--- src/rtl/updn_cmp_unit.sv ---
module updn_cmp_unit #(
  parameter int W   = 16,
  parameter int NCH = 2
) (
  input  logic           clk,
  input  logic           rst_n,
  input  logic           cnt_en,
  input  logic [1:0]     mode,
  input  logic           dir_down,
  input  logic           step,
  input  logic           bus_wr,
  input  logic [1:0]     bus_addr,
  input  logic [W-1:0]   bus_wdata,
  output logic [W-1:0]   bus_rdata,
  output logic [W-1:0]   count,
  output logic [NCH-1:0] irq,
  output logic           wr_reject
);

  localparam logic [1:0] CNT_ADDR = 2'(NCH);

  logic [W-1:0]            cnt_q;
  logic [NCH-1:0][W-1:0]   cmp_q;
  logic [NCH-1:0]          seen_q;
  logic [NCH-1:0]          match;
  logic                    down_q;
  logic                    rej_q;

  wire updn   = mode != 2'b00;
  wire only_dn = mode[1];
  wire cmp_sel = bus_addr < CNT_ADDR;
  wire wr_cmp  = bus_wr && cmp_sel;

  always_ff @(posedge clk) begin
    if (!rst_n) begin
      cnt_q  <= '0;
      down_q <= 1'b0;
    end else if (cnt_en && step) begin
      if (updn) begin
        cnt_q  <= dir_down ? cnt_q - 1'b1 : cnt_q + 1'b1;
        down_q <= dir_down;
      end else begin
        cnt_q  <= cnt_q + 1'b1;
        down_q <= 1'b0;
      end
    end
  end

  always_ff @(posedge clk) begin
    if (!rst_n) rej_q <= 1'b0;
    else        rej_q <= wr_cmp && cnt_en;
  end

  for (genvar ch = 0; ch < NCH; ch++) begin : g_ch
    always_ff @(posedge clk) begin
      if (!rst_n) begin
        cmp_q[ch]  <= '0;
        seen_q[ch] <= 1'b0;
      end else begin
        seen_q[ch] <= match[ch];
        if (wr_cmp && !cnt_en && bus_addr == 2'(ch)) cmp_q[ch] <= bus_wdata;
      end
    end

    assign match[ch] = cnt_en && (cnt_q == cmp_q[ch]);
    assign irq[ch]   = match[ch] && !seen_q[ch] && (!only_dn || down_q);

    a_r5_one_cycle: assert property (@(posedge clk) disable iff (!rst_n)
      irq[ch] |=> !irq[ch]);
    a_r4_quiet_off: assert property (@(posedge clk) disable iff (!rst_n)
      !cnt_en |-> !irq[ch]);
    a_r7_cmp_locked: assert property (@(posedge clk) disable iff (!rst_n)
      (bus_wr && cnt_en && bus_addr == 2'(ch)) |=> $stable(cmp_q[ch]));
    a_r6_no_up_irq: assert property (@(posedge clk) disable iff (!rst_n)
      (only_dn && cnt_en && step && !dir_down) |=> (!mode[1] || !irq[ch]));
  end

  always_comb begin
    bus_rdata = '0;
    for (int i = 0; i < NCH; i++)
      if (bus_addr == 2'(i)) bus_rdata = cmp_q[i];
    if (bus_addr == CNT_ADDR) bus_rdata = cnt_q;
  end

  assign count     = cnt_q;
  assign wr_reject = rej_q;

  a_r7_reject_flag: assert property (@(posedge clk) disable iff (!rst_n)
    (bus_wr && cnt_en && cmp_sel) |=> wr_reject);
  a_r3_wrap_down: assert property (@(posedge clk) disable iff (!rst_n)
    (cnt_en && step && updn && dir_down && count == '0) |=> count == {W{1'b1}});
  a_r4_hold: assert property (@(posedge clk) disable iff (!rst_n)
    !cnt_en |=> $stable(count));

endmodule

--- config.mk ---
export PLATFORM = sky130hd
export DESIGN_NAME = updn_cmp_unit
export DESIGN_NICKNAME = d
export VERILOG_FILES = /design/src/rtl/updn_cmp_unit.sv
export SDC_FILE = /design/constraint.sdc
export NUM_CORES = 1
export LEC_CHECK = 0
export ABC_CLOCK_PERIOD_IN_PS = 4700
export BUFFER_PORTS_ARGS = -buffer_cell sky130_fd_sc_hd__buf_2
export CAP_MARGIN = 15
export CORE_ASPECT_RATIO = 0.5
export CORE_MARGIN = 2
export CORE_UTILIZATION = 60
export DETAILED_ROUTE_END_ITERATION = 7
export PLACE_DENSITY = 0.86
export SLEW_MARGIN = 10
export SYNTH_ARGS = -nofsm -noshare
export SYNTH_HDL_FRONTEND = slang
export SYNTH_SLANG_ARGS = --single-unit
--- constraint.sdc ---
create_clock -name clk -period 4.7 [get_ports clk]
set_input_delay 0.235 -clock clk [delete_from_list [all_inputs] [get_ports clk]]
set_output_delay 0.235 -clock clk [all_outputs]
set_load 0.01 [all_outputs]
======== After elaboration in Yosys (flattened, before gate mapping) ========
Cells that the tools add are included.
cells by class
  add/sub/neg operators ................... 2
  $mul .................................... 0
  div/mod/pow operators ................... 0
  $lt $le $gt $ge ......................... 1
  eq/ne operators ......................... 4
  shift operators ......................... 0
  mux-type cells .......................... 6
  bitwise logic cells ..................... 0
  reductions and logical operators ........ 19
operator list
  cell                                                number
  2-to-1 mux 16 bit                                   5
  == test 16 bit                                      2
  adder 16 x 1 -> 16 bit, second input constant       1
  subtractor 16 x 1 -> 16 bit, second input constant  1
  logical AND 1 bit                                   12
  logical NOT 1 bit                                   4
  == test 2 x 1 -> 1 bit, second input constant       1
  == test 2 bit, second input constant                1
  logical NOT 2 bit                                   1
  < comparator 2 bit, second input constant           1
  nonzero test 2 bit                                  1
  logical OR 1 bit                                    1
  2-to-1 mux 1 bit                                    1
storage, ports and cells
  bits in registers ....................... 52
  latch bits .............................. 0
  bits in writable memories ............... 0
  memory bits (read-only) ................. 0
  input port bits ......................... 26
  output and inout bits ................... 35
  word-level logic and storage cells ...... 39
  memories kept ........................... 0

======== Longest topological paths before layout ========
Gate-level depths: netlist of run 1.
  depth in word-level cells ............... 4
  mapped depth ............................ 8
  depth with buffers taken out ............ 6

======== Least setup slack after synthesis of run 1 ========
OpenSTA, ideal clock, no wires.
  path kind ............................... register to output
  from .................................... register cnt_q[4] (netlist: count[4])
  to ...................................... output irq[0]
  data arrival time ....................... 1.627 ns
  required time ........................... 4.465 ns
  setup slack ............................. 2.838 ns
  cell stages (with the launch flop) ...... 6
  path buffers ............................ 1
  path through ............................ dfxtp_1 -> clkbuf_1 -> xor2_1 -> nor4_1 -> nand4_1 -> nor4_1
on the way
  cells in the longest elaborated chain, start to end .. 4
RTL lines
  element                          line  RTL
  start, declared                  22    logic [W-1:0] cnt_q;
  start signal, assigned           40    cnt_q <= dir_down ? cnt_q - 1'b1 : cnt_q + 1'b1;
  start signal, assigned           43    cnt_q <= cnt_q + 1'b1;
  == test 16 bit                   65    assign match[ch] = cnt_en && (cnt_q == cmp_q[ch]);
  logical AND 1 bit                65
  logical AND 1 bit (2 in series)  66    assign irq[ch] = match[ch] && !seen_q[ch] && (!only_dn || down_q);
  end, declared                    16    output logic [NCH-1:0] irq,
Every way passes these cells.

======== Worst setup path after layout of run 1 ========
  from .................................... register cnt_q[0] (netlist: count[0])
  to ...................................... output irq[0]
Same word-level chain as after synthesis.

==> flow_summary_export.csv, run 1 <==
group,metric,value,unit
logic_synthesis,syn_inst,402,
critical_path,critPathMaxFanout,12,
layout,final_area,3430,um^2
sta,holdWs,0.164,ns
sta,fin_crit,2.60,ns
place,placed_cells,495,
floorplan,die_area,5760,um^2
clocking,root_buffer,"clkbuf_8",
logic_synthesis,yosys_warnings,0,
clocking,cts_setup_buffers,0,
routing,via_per_inst,6.11,
global_routing,grtUsageTotal,28.3,%
clocking,clk_pin_slew,0.10,ns
sta,finalCritPeriodShare,55.4,%
place,placed_cell_area,3300,um^2
routing,drt_iter0_markers,311,
routing,final_antenna_net_count,0,
power,power_density,269,nW/um^2
power,peakVddDrop,0.000121,V
sta,setup_tns,0,ns
floorplan,pin_count,61,
logic_synthesis,synthArstFlopShare,0,%
power,power,922,uW
logic_synthesis,yosys.cell_types.count,42,
global_routing,antenna_found_initial,0,
critical_path,arrival,2.37,ns
logic_synthesis,ys_seq_elements,52,
routing,drc_errors,0,
critical_path,rrSetupSlack,2.57,ns
floorplan,start_util,62.5,%
clocking,clock_latency,0.31,ns
layout,n_fill_cell,395,
layout,utilization,69.5,%
sta,fin_worst_skew,0.00942,ns
sta,slew_viol_final,0,
critical_path,path_class,"reg -> out",
layout,multi_input_area,1860,um^2
routing,wirelength,8.22,mm
layout,seq_area,1040,um^2
clocking,cts_buffer_depth,2,
floorplan,die_height,54.7,um
sta,hold_viol,0,
place,place.gp.congestion,1.00,
clocking,cts_tree,"built",
clocking,cts_buffers,5,
global_routing,grt_pass1_wl,12.5,mm
clocking,cts.sinks,52,
layout,area_growth_syn_to_layout,11.2,%
place,pre_cts_slack,2.19,ns
layout,fin_nets,461,
sta,fin_ws,2.10,ns
routing,via_count,3081,
global_routing,grt_overflow,0,
clocking,cts_resized,0,
logic_synthesis,ys_seq_area_share,33.8,%
logic_synthesis,synth_edf_count,0,
critical_path,startpoint_type,"flop",
critical_path,cp-end-kind,"primary output",
logic_synthesis,synth_flop_cell,"dfxtp_1",
sta,setup_viol,0,
min_path,worstHoldPathType,"in -> reg",
critical_path,required,4.47,ns
min_path,min_path_cells,3,
layout,diodes,0,
layout,drive_gt1_share,17.3,%
logic_synthesis,syn_area,3080,um^2
sta,rsz0062_at_grt,"no",
place,place_hpwl,5.89,mm
sta,relSlewSlack,29.6,%
sta,fmax,384,MHz
clocking,hold_buffers,0,
global_routing,grt_pass1_vias,2633,
layout,final_cell_count_no_fill,504,
sta,worst_pin_slew,1.05,ns
floorplan,num_rows,18,
global_routing,grt_max_degree,40,
logic_synthesis,avgSynthCellArea,7.66,um^2
logic_synthesis,synthesis.nets,430,
place,io_buffers,60,
job,maxCapViolations,0,
critical_path,reg2reg_depth,5,
routing,first_pass_iters,5,
clocking,htree_levels,2,
power,p_leak,1.58,nW
routing,wl_per_cell,16.3,um
outcome,status,"finished, final reports clean",
floorplan,die_x,105,um
floorplan,coreArea,4930,um^2
[where the power goes]
part           internal (mW)  switching (mW)  leakage, nW
clock                  0.109           0.160       0.0487
sequential             0.455          0.0324        0.422
combinational         0.0712          0.0937         1.11
[cell type report]
| class | count | share of cell area, % |
|---|---|---|
| well taps | 70 | 2.56 |
| multi-input cells | 310 | 54.4 |
| repair buffers | 61 | 9.57 |
| inverters | 3 | 0.329 |
| clock buffers | 5 | 2.01 |
| clock inverters | 3 | 0.767 |
| flip-flops and latches | 52 | 30.4 |
[path summary, 6_finish.rpt]
check | startpoint | end
setup / recovery | count[0] | irq[0]
hold / removal | bus_wdata[1] | cmp_q[1]
setup reg to reg | count[0] | count[14]
hold reg to reg | down_q | down_q
[per-layer routing]
metal	vias up	share of wire, %	global-route usage, %
met5	-	0	0
met4	0	3.0	9.78
met3	43	11	5.24
met2	179	45	48.8
met1	1422	41	36.8
li1	1437	-	-
[synth_stat cells, types with 5 or more instances]
library cell	number	area share [%]
xor2_1	30	8.5
mux2i_1	29	9.4
buf_2	12	1.9
o21ai_0	19	3.1
nand2_1	98	12
nor4_1	10	2.0
and3_1	5	1.0
or3_1	6	1.2
a21oi_1	40	6.5
nand2b_1	12	2.4
nand4_1	7	1.4
nor3_1	9	1.5
clkbuf_1	23	2.8
dfxtp_1	52	34
nor2_1	6	0.73
[critical path, stage by stage, from the launching register on]
cell,delay (ns)
dfxtp_1,0.67
xor2_1,0.14
nor4_1,0.52
nand4_1,0.26
nor4_1,0.30
buf_2,0.17
[cells in the final DEF, fill, tap and decap left out, types with 7 or more instances in the layout]
| master | count |
|---|---|
| nand2_1 | 98 |
| buf_2 | 60 |
| dfxtp_1 | 52 |
| a21oi_1 | 40 |
| xor2_1 | 30 |
| mux2i_1 | 29 |
| o21ai_0 | 19 |
| nand2b_1 | 12 |
| nor4_1 | 10 |
| nor3_1 | 9 |
| nand4_1 | 7 |
[cells by family (layout without fill, tap and decap cells)]
group	count (synthesis)	count (layout)	synth area share, %
AO/OA/AOI/OAI	72	72	12.9
XOR/XNOR	34	34	9.67
adder cells (fa/ha/maj)	2	2	0.812
buffers and inverters	40	72	5.73
flip-flops	52	52	33.8
multiplexers	29	29	9.42
AND/OR/NAND/NOR	173	173	27.7
[registers in the layout, summed over array words and instances, names as in the netlist]
register	count
seen_q	2
cmp_q	32
count	16
down_q	1
wr_reject	1
No activity file was read; power rests on OpenSTA's default activity.
==> run 2: changes to the inputs <==
--- a/config.mk
+++ b/config.mk
@@ -5,14 +5,14 @@
 export SDC_FILE = /design/constraint.sdc
 export NUM_CORES = 1
 export LEC_CHECK = 0
-export ABC_CLOCK_PERIOD_IN_PS = 4700
+export ABC_CLOCK_PERIOD_IN_PS = 2290
 export BUFFER_PORTS_ARGS = -buffer_cell sky130_fd_sc_hd__buf_2
 export CAP_MARGIN = 15
 export CORE_ASPECT_RATIO = 0.5
 export CORE_MARGIN = 2
-export CORE_UTILIZATION = 60
+export CORE_UTILIZATION = 50
 export DETAILED_ROUTE_END_ITERATION = 7
-export PLACE_DENSITY = 0.86
+export PLACE_DENSITY = 0.76
 export SLEW_MARGIN = 10
 export SYNTH_ARGS = -nofsm -noshare
 export SYNTH_HDL_FRONTEND = slang
==> constraint.sdc (replaced) <==
create_clock -name clk -period 2.29 [get_ports clk]
set_input_delay 0.1145 -clock clk [delete_from_list [all_inputs] [get_ports clk]]
set_output_delay 0.1145 -clock clk [all_outputs]
set_load 0.01 [all_outputs]
==> run 2 against run 1 <==
  * Largest cell class unchanged
  * Via count is 4.1% lower
  * Clock skew is 0.0063 ns lower
  * Count of clock-buffer cells in the layout stayed put
  * Sequential power increased by 100%
  * Register-to-register slack worse by 2.4 ns
==> flow_summary_export.csv, run 2 (synthesis results as in run 1) <==
group,metric,value,unit
clocking,hold_buffers,0,
critical_path,critPathMaxFanout,12,
floorplan,start_util,51.3,%
layout,largest-register,"cmp_q",
routing,wl_per_cell,16.0,um
layout,diodes,0,
power,p_sw,605,uW
power,comb_power_share,16.5,%
global_routing,grt_max_degree,33,
critical_path,critical-path-top-delay-family,"simple AND/OR/NAND/NOR gates",
critical_path,arrival,2.05,ns
clocking,cts.sinks,52,
power,share_seq_of_total_power,47.5,%
routing,drc_errors,0,
power,switching_share,28.8,%
critical_path,cp_common_cell,"nor4_1",
global_routing,grtUsageTotal,25.1,%
clocking,cts_setup_buffers,0,
routing,final_antenna_net_count,0,
sta,fmax,462,MHz
layout,multi_input_area,1860,um^2
floorplan,pin_count,61,
layout,largest_register_ffs,32,
sta,setup_viol,0,
sta,fin_crit,2.17,ns
routing,first_pass_iters,6,
global_routing,antenna_found_initial,0,
critical_path,startpoint_type,"flop",
critical_path,cp_cell_sequence,"xor2_1, nor4_1, nand4_1, nor4_1, buf_2",
sta,relSlewSlack,30.6,%
floorplan,die_area,6840,um^2
power,power_density,597,nW/um^2
job,maxCapViolations,0,
floorplan,die_height,59.5,um
critical_path,cp_slowest_cell,"dfxtp_1",
place,place.gp.congestion,0.914,
layout,drive_gt1_share,18.6,%
clocking,root_buffer,"clkbuf_16",
floorplan,num_rows,20,
clocking,cts_tree,"built",
power,peakVddDrop,0.000377,V
critical_path,max_stage_delay,0.59,ns
sta,setup_tns,0,ns
clocking,htree_levels,2,
floorplan,die_x,115,um
routing,drt_iter0_markers,307,
global_routing,grt_pass1_vias,2663,
layout,area_growth_syn_to_layout,14.1,%
critical_path,cp-end-kind,"primary output",
critical_path,cp.buffers_inverters,1,
layout,utilization,58.5,%
sta,slew_viol_final,0,
layout,fin_nets,467,
global_routing,grt_overflow,0,
power,internal_power,1.49,mW
clocking,cts_buffer_depth,2,
critical_path,path_class,"reg -> out",
floorplan,coreArea,6010,um^2
clocking,clk_pin_slew,0.07,ns
place,io_buffers,60,
global_routing,grt_pass1_wl,13.3,mm
routing,via_per_inst,5.71,
min_path,worstHoldPathType,"in -> reg",
layout,mostFrequentLayoutCells,"98 x nand2_1, 60 x buf_2, 51 x dfxtp_1",
sta,fin_worst_skew,0.00315,ns
place,placed_cell_area,3360,um^2
power,clockPowerShare,36.1,%
sta,hold_viol,0,
outcome,status,"finished, final reports clean",
sta,worst_pin_slew,1.04,ns
layout,layout_commonest_cell,"nand2_1",
sta,finalCritPeriodShare,94.6,%
place,place_hpwl,5.94,mm
sta,rsz0062_at_grt,"no",
power,p_leak,1.63,nW
clocking,clock_latency,0.29,ns
layout,n_fill_cell,539,
routing,wirelength,8.26,mm
clocking,cts_buffers,5,
layout,seq_area,1040,um^2
layout,final_area,3510,um^2
routing,via_count,2954,
critical_path,required,2.18,ns
-- run 2: cell count changes in the layout (fill, tap and decap cells not counted), sizes merged --
| cell | before | now |
|---|---|---|
| buf | 61 | 67 |
-- run 2: final timing paths --
path | cells after the start | slack (ns) | startpoint | end
setup / recovery | 5 | 0.12 | count[1] | irq[1]
hold / removal | 3 | 0.07 | bus_wdata[11] | cmp_q[27]
setup reg to reg | 5 | 0.20 | count[0] | count[12]
hold reg to reg | 2 | 0.47 | down_q | down_q
-- run 2: routing by layer --
layer	share of wire, %	vias to the layer above	GRT usage [%]	wire length, um
met4	1.5	0	6.20	124
li1	-	1447	-	-
met2	42	119	38.7	3490
met5	0	-	0	0
met3	8.5	18	5.11	700
met1	48	1370	36.2	3950
-- run 2: through the flow --
stage | worst slack [ns] | hold slack (ns) | power (mW) | cells
after floorplan | 0.546 | 0.250 | 1.24 | 402
after global placement | 0.389 | 0.369 | 1.35 | 509
after detailed placement | 0.351 | 0.375 | 1.36 | 509
after CTS | 0.108 | 0.0686 | 2.10 | 517
after global routing | 0.0462 | 0.0678 | 2.18 | 517
final | 0.125 | 0.0691 | 2.10 | 517
-- run 2: worst register-to-register path: cells and delay by family, from the launching register on --
kind	cells	cell delay, ns
simple gates	2	0.70
flops	1	0.61
fa+ha+maj	1	0.30
compound gates	1	0.22
mux	1	0.15
-- run 2: power groups by stage --
stage | Clock [mW] | Sequential [mW] | Combinational (mW)
after floorplan | 0 | 0.982 | 0.263
after global placement | 0 | 1.01 | 0.341
after detailed placement | 0 | 1.01 | 0.341
after CTS | 0.764 | 0.993 | 0.344
after global routing | 0.802 | 1.00 | 0.382
final | 0.757 | 0.996 | 0.345
-- run 2: area by class of cell --
cell class	instances	area share (%)
multi-input combinational	310	53.0
sequential	52	29.7
timing repair buffer	67	10.0
clock buffer	5	3.56
tap	77	2.74
clock inverter	3	0.641
inverter	3	0.321
-- run 2: timing repair --
action,CTS,global route
endpoints found under the hold margin,0,0
resized for setup,0,1
setup endpoints to repair,0,1
